$ cat config.mk
export PLATFORM = sky130hd
export DESIGN_NAME = mdio_master
export DESIGN_NICKNAME = d
export VERILOG_FILES = /design/src/rtl/mdio_master.sv
export SDC_FILE = /design/constraint.sdc
export NUM_CORES = 1
export LEC_CHECK = 0
export BUFFER_PORTS_ARGS = -buffer_cell sky130_fd_sc_hd__buf_4
export CAP_MARGIN = 0
export CORE_MARGIN = 2
export CORE_UTILIZATION = 35
export CTS_CLUSTER_DIAMETER = 200
export DETAILED_ROUTE_END_ITERATION = 6
export GPL_ROUTABILITY_DRIVEN = 0
export SETUP_SLACK_MARGIN = 0.4
export SLEW_MARGIN = 10
export SYNTH_ARGS = -nofsm -noshare
export SYNTH_HDL_FRONTEND = slang
export SYNTH_SLANG_ARGS = --single-unit
$ cat constraint.sdc
create_clock -name clk -period 2.21 [get_ports clk]
set_clock_uncertainty 0.15 [all_clocks]
set_input_delay 0.442 -clock clk [delete_from_list [all_inputs] [get_ports clk]]
set_output_delay 0.442 -clock clk [all_outputs]
set_load 0.005 [all_outputs]
$ cat src/rtl/mdio_master.sv
module mdio_master #(
  parameter int DIV = 20
) (
  input  logic        clk,
  input  logic        rst_n,
  input  logic        req_valid,
  input  logic        req_write,
  input  logic [4:0]  req_phy,
  input  logic [4:0]  req_reg,
  input  logic [15:0] req_wdata,
  output logic        busy,
  output logic        done,
  output logic [15:0] rd_data,
  output logic        mdc,
  output logic        mdio_o,
  output logic        mdio_oe,
  input  logic        mdio_i
);
  localparam int SLOT  = 2 * DIV;
  localparam int CW    = (SLOT > 2) ? $clog2(SLOT) : 1;
  localparam int RELEASE_AT = 46;

  logic [CW-1:0] div_cnt;
  logic [5:0]    slot;
  logic [63:0]   sr;
  logic [15:0]   rd_q;
  logic          is_write;

  wire slot_end  = busy && (div_cnt == CW'(SLOT - 1));
  wire sample_pt = busy && !is_write && (slot >= 6'(RELEASE_AT)) && (div_cnt == CW'(DIV - 1));

  assign mdc     = busy && (div_cnt >= CW'(DIV));
  assign mdio_oe = busy && (is_write || (slot < 6'(RELEASE_AT)));
  assign mdio_o  = mdio_oe && sr[63];
  assign rd_data = rd_q;

  always_ff @(posedge clk or negedge rst_n) begin
    if (!rst_n) begin
      busy     <= 1'b0;
      done     <= 1'b0;
      is_write <= 1'b0;
      div_cnt  <= '0;
      slot     <= '0;
      sr       <= '0;
      rd_q     <= '0;
    end else begin
      done <= 1'b0;
      if (!busy) begin
        if (req_valid) begin
          busy     <= 1'b1;
          is_write <= req_write;
          div_cnt  <= '0;
          slot     <= '0;
          sr       <= {32'hFFFF_FFFF,
                       req_write ? {4'b0101, req_phy, req_reg, 2'b10, req_wdata}
                                 : {4'b0110, req_phy, req_reg, 18'd0}};
        end
      end else begin
        div_cnt <= slot_end ? '0 : div_cnt + 1'b1;
        if (slot_end) begin
          sr   <= {sr[62:0], 1'b0};
          slot <= slot + 6'd1;
          if (slot == 6'd63) begin
            busy <= 1'b0;
            done <= 1'b1;
          end
        end
        if (sample_pt) rd_q <= {rd_q[14:0], mdio_i};
      end
    end
  end

  assert_idle_quiet_R1: assert property (@(posedge clk) disable iff (!rst_n)
    !busy |-> (!mdc && !mdio_oe));

  assert_line_steady_R7: assert property (@(posedge clk) disable iff (!rst_n)
    (mdc && $past(mdc)) |-> ($stable(mdio_o) && $stable(mdio_oe)));

  assert_op_held_R9: assert property (@(posedge clk) disable iff (!rst_n)
    (busy && $past(busy)) |-> $stable(is_write));

  assert_done_single_R10: assert property (@(posedge clk) disable iff (!rst_n)
    done |=> !done);

  assert_done_released_R10: assert property (@(posedge clk) disable iff (!rst_n)
    done |-> (!busy && !mdc && !mdio_oe));
endmodule

==> results.txt <==
- Detailed-route via count: 3504
- The path class of the tightest hold or removal check is in -> reg.
- Buffers from clock root to sink, at most: 2
* Fraction of layout cells with a size suffix above 1: 26.3%
- Period utilisation layout: 87.8%
- For the worst-skew pair, the clock arrives at the later sink with an insertion delay of 0.34 ns.
- The number of hold-slack violations in the final timing report was 0.
- Post-synthesis net count: 496
- Final WS setup: 0.271 ns
- Along the worst path, the maximum fanout reaches 2.
- The first detailed-routing pass ran for 4 iterations.
- Clock Root Buffer: clkbuf_16
* Mean cell area of the mapped netlist: 9.77 um2
* GRT Total Usage: 14.6%
- After synthesis, the netlist uses 42 different library cells.
- Maximum level of the CTS H-tree: 3
- Once the floorplan was initialized, standard cells occupied 35.7% of the core.
- Switching Share: 31.9%
* Setup repair after global routing missed its margin: yes
* Largest net degree at the start of global routing: 38
- Per report_power, the clock group accounts for 24.3% of the total.
* CP Cell Sequence: nand2b_4, o21a_1, and2_1, buf_4
- The slowest stage of the critical path is the dfrtp_1 cell.
* Floorplan die height: 117 um
* Primary FF master, synth: dfrtp_1
- Fraction of the yosys area taken by sequential cells: 52.8%
- Input and output buffers added on the ports amount to 51.
- Cell internal power was estimated by the tool at 4110 uW.
- Power share of the sequential group: 48.4%
- Reported net switching power: 1930 uW
- For this design the ratio of total power to cell area is 1080 nW/um2.
- Routed via count divided by cell count: 5.03
- TritonCTS created 9 clock buffers.
* Synthesis-to-layout area growth: 24.0%
- The tree built by TritonCTS fans out to 95 sinks.
- Num rows: 41
- Wire segments on met3 add up to 251 um in the final route.
- The clock period could shrink to 1.94 ns.
- Wire length of the first global-routing pass: 16700 um
- Comb power frac: 27.3%
* Number of maximum-capacitance constraint violations: 0
- The final number of max-transition violations was 0.
* Core ar.: 12600 um2
- Setup crit end kind: output pin
- CP arrival: 1.35 ns
- The number of antenna diodes in the final layout is 0.
* Slew at the pin with the worst max-slew slack: 0.523 ns
- Final HPWL DP: 5970 um
- Crit path buffers/inverters: 1
* Number of enable-type register cells in the synthesized netlist: 0
* Share of the synthesized area in the top cell type: 52.8%
- Yosys printed 0 warnings.
- # IOs: 52
* Full die area: 13800 um2
- Remaining design rule violation count: 0
* Cell taking the most area after synthesis: dfrtp_1
* Top Family by Delay on Critical Path: flip-flops
* Result of the run: finished, final reports clean
- Initial antenna violation count: 0
- The worst setup path is launched from a register.
- Number of global-route vias before repair: 3366
- At the placement stage, the worst setup path has a slack of 0.292 ns.
- For this design the static power due to leakage is 0.00264 uW.
- Leading cell type in the layout, fill and taps excluded: nand2_1
- The critical path is of the reg -> out type.
* Total Nets Final: 554
- Cells fill 44.3% of the core in the end.
- Maximum achievable frequency: 0.516 GHz
* Met1 WL: 4600 um
* Number of synthesized register bits: 95
- Top area cells in the synthesized netlist: dfrtp_1 (53%), nand2_1 (10%), nand3_1 (4.6%)
- For this block, the routed nets add up to 9660 um of wire.
- Die boundary width: 117 um
* Clock slew at the register clock pins of the worst setup and hold paths: 0.07 ns
- Async SR Flop Fraction: 100%
- In this run the remaining antenna-violating nets after routing total 0.
- The worst pin sits at a relative slew slack of 65.1%.
* Top layer in use: met4
* Highest cell delay on the worst timing path: 0.38 ns
* Final count of negative-setup-slack endpoints: 0
* Gate count of the mapped netlist: 461
- After global routing the overflow that remains totals 0.
* Post-synthesis instance area: 4510 um2
- At the worst endpoint, the required time is 1.62 ns.
* WL per Instance: 13.9 um
* Top library cells by usage in the layout, fill and taps aside: nand2_1 (126), dfrtp_1 (87), buf_4 (75)
* Routed met2 length: 4670 um
* Final setup TNS: 0 ns
- TritonCTS built the clock tree.
- Highest ir drop seen on vdd: 0.405 mV
- Number of DRC violations after detailed-routing iteration 0: 165
==> final timing paths <==
kind                                      startpoint                     end  slack, ns  cells after the start
max in group asynchronous                      rst_n      sr[39]$_DFFE_PN0P_       0.95                      3
worst max-delay path            is_write$_DFFE_PN0P_                  mdio_o       0.27                      4
worst min-delay path                          mdio_i  rd_data[0]$_DFFE_PN0P_       0.18                      2
worst min register to register    sr[30]$_DFFE_PN0P_      sr[31]$_DFFE_PN0P_       0.31                      2
min in group asynchronous                      rst_n      sr[41]$_DFFE_PN0P_       0.40                      2
worst max register to register   slot[1]$_DFFE_PN0P_  rd_data[3]$_DFFE_PN0P_       0.31                      5
==> worst reg2reg max path, delay by kind of cell (launching register included) <==
family / cells / cell delay [ns]
muxes: 1 / 0.30
buffers and inverters: 1 / 0.22
AOI/OAI and AO/OA: 2 / 0.51
adders and majority gates: 1 / 0.18
DFF: 1 / 0.44
==> power by group through the flow <==
stage,Clock [uW],Sequential (uW),Combinational [uW]
final,1470,2920,1650
after global routing,1570,3030,1910
after CTS,1510,2910,1590
after detailed placement,0,2960,1430
after global placement,0,2930,1370
after floorplan,0,2830,1120
==> layout make-up <==
| type | count | area, um2 |
|---|---|---|
| Inverter | 6 | 22.5 |
| Clock buffer | 10 | 239 |
| Tap cell | 172 | 215 |
| Timing Repair Buffer | 83 | 696 |
| Clock inverter | 6 | 43.8 |
| Sequential cell | 95 | 2390 |
| Multi-Input combinational cell | 324 | 1990 |
| Fill cell | 1244 | 7030 |
==> cell families (layout without fill, tap and decap cells) <==
| family | count (synthesis) | count (layout) | synth area share [%] |
|---|---|---|---|
| buf+inv | 42 | 105 | 4.28 |
| flops | 95 | 95 | 52.8 |
| compound gates | 74 | 74 | 12.1 |
| xor+xnor | 3 | 3 | 0.583 |
| fa+ha+maj | 4 | 4 | 1.11 |
| mux | 25 | 25 | 6.89 |
| simple gates | 218 | 218 | 22.3 |
==> state kept, by name, indices dropped and copies added (netlist names) <==
name	count
sr	64
slot	6
div_cnt	6
is_write	1
busy	1
rd_data	16
done	1
==> repair_timing <==
action                                 in CTS  in global routing
resized for setup                           9                 18
endpoints found under the hold margin      21                  0
cloned                                      0                  1
pin swaps                                   3                  7
buffers inserted                           11                  3
setup endpoints to repair                  58                 64
hold buffers                                1                  0
==> per-layer routing <==
layer	GRT usage, %	vias up
met5	0	-
met4	5.87	0
met3	2.23	7
met2	23.3	58
met1	19.9	1732
li1	-	1707
==> cell usage after synthesis (2+ instances only) <==
cell type and count:
inv_1 6, clkbuf_1 16, nor2b_1 26, mux2i_1 7, a311oi_1 15, nand3_1 41
o32ai_1 2, dfrtp_1 95, a31oi_1 29, ha_1 4, a211oi_1 10, mux2_2 7
nor2_1 6, xnor2_1 2, buf_6 2, buf_1 4, o21ai_0 9, o211ai_1 2
nand4_1 2, buf_2 13, nand2_1 126, nand2b_1 6, nor3_1 3, mux2_4 10
==> metrics by stage <==
step                      hold WS [ns]  cells  power (uW)  instance area [um2]
after floorplan               -0.00359    461        3950                 4510
after global placement           0.217    664        4300                 5090
after detailed placement         0.223    664        4390                 5090
after CTS                        0.173    692        6000                 5490
after global routing             0.182    696        6500                 5590
final                            0.184    696        6040                 5590
Power figures use the tool's default switching activity.
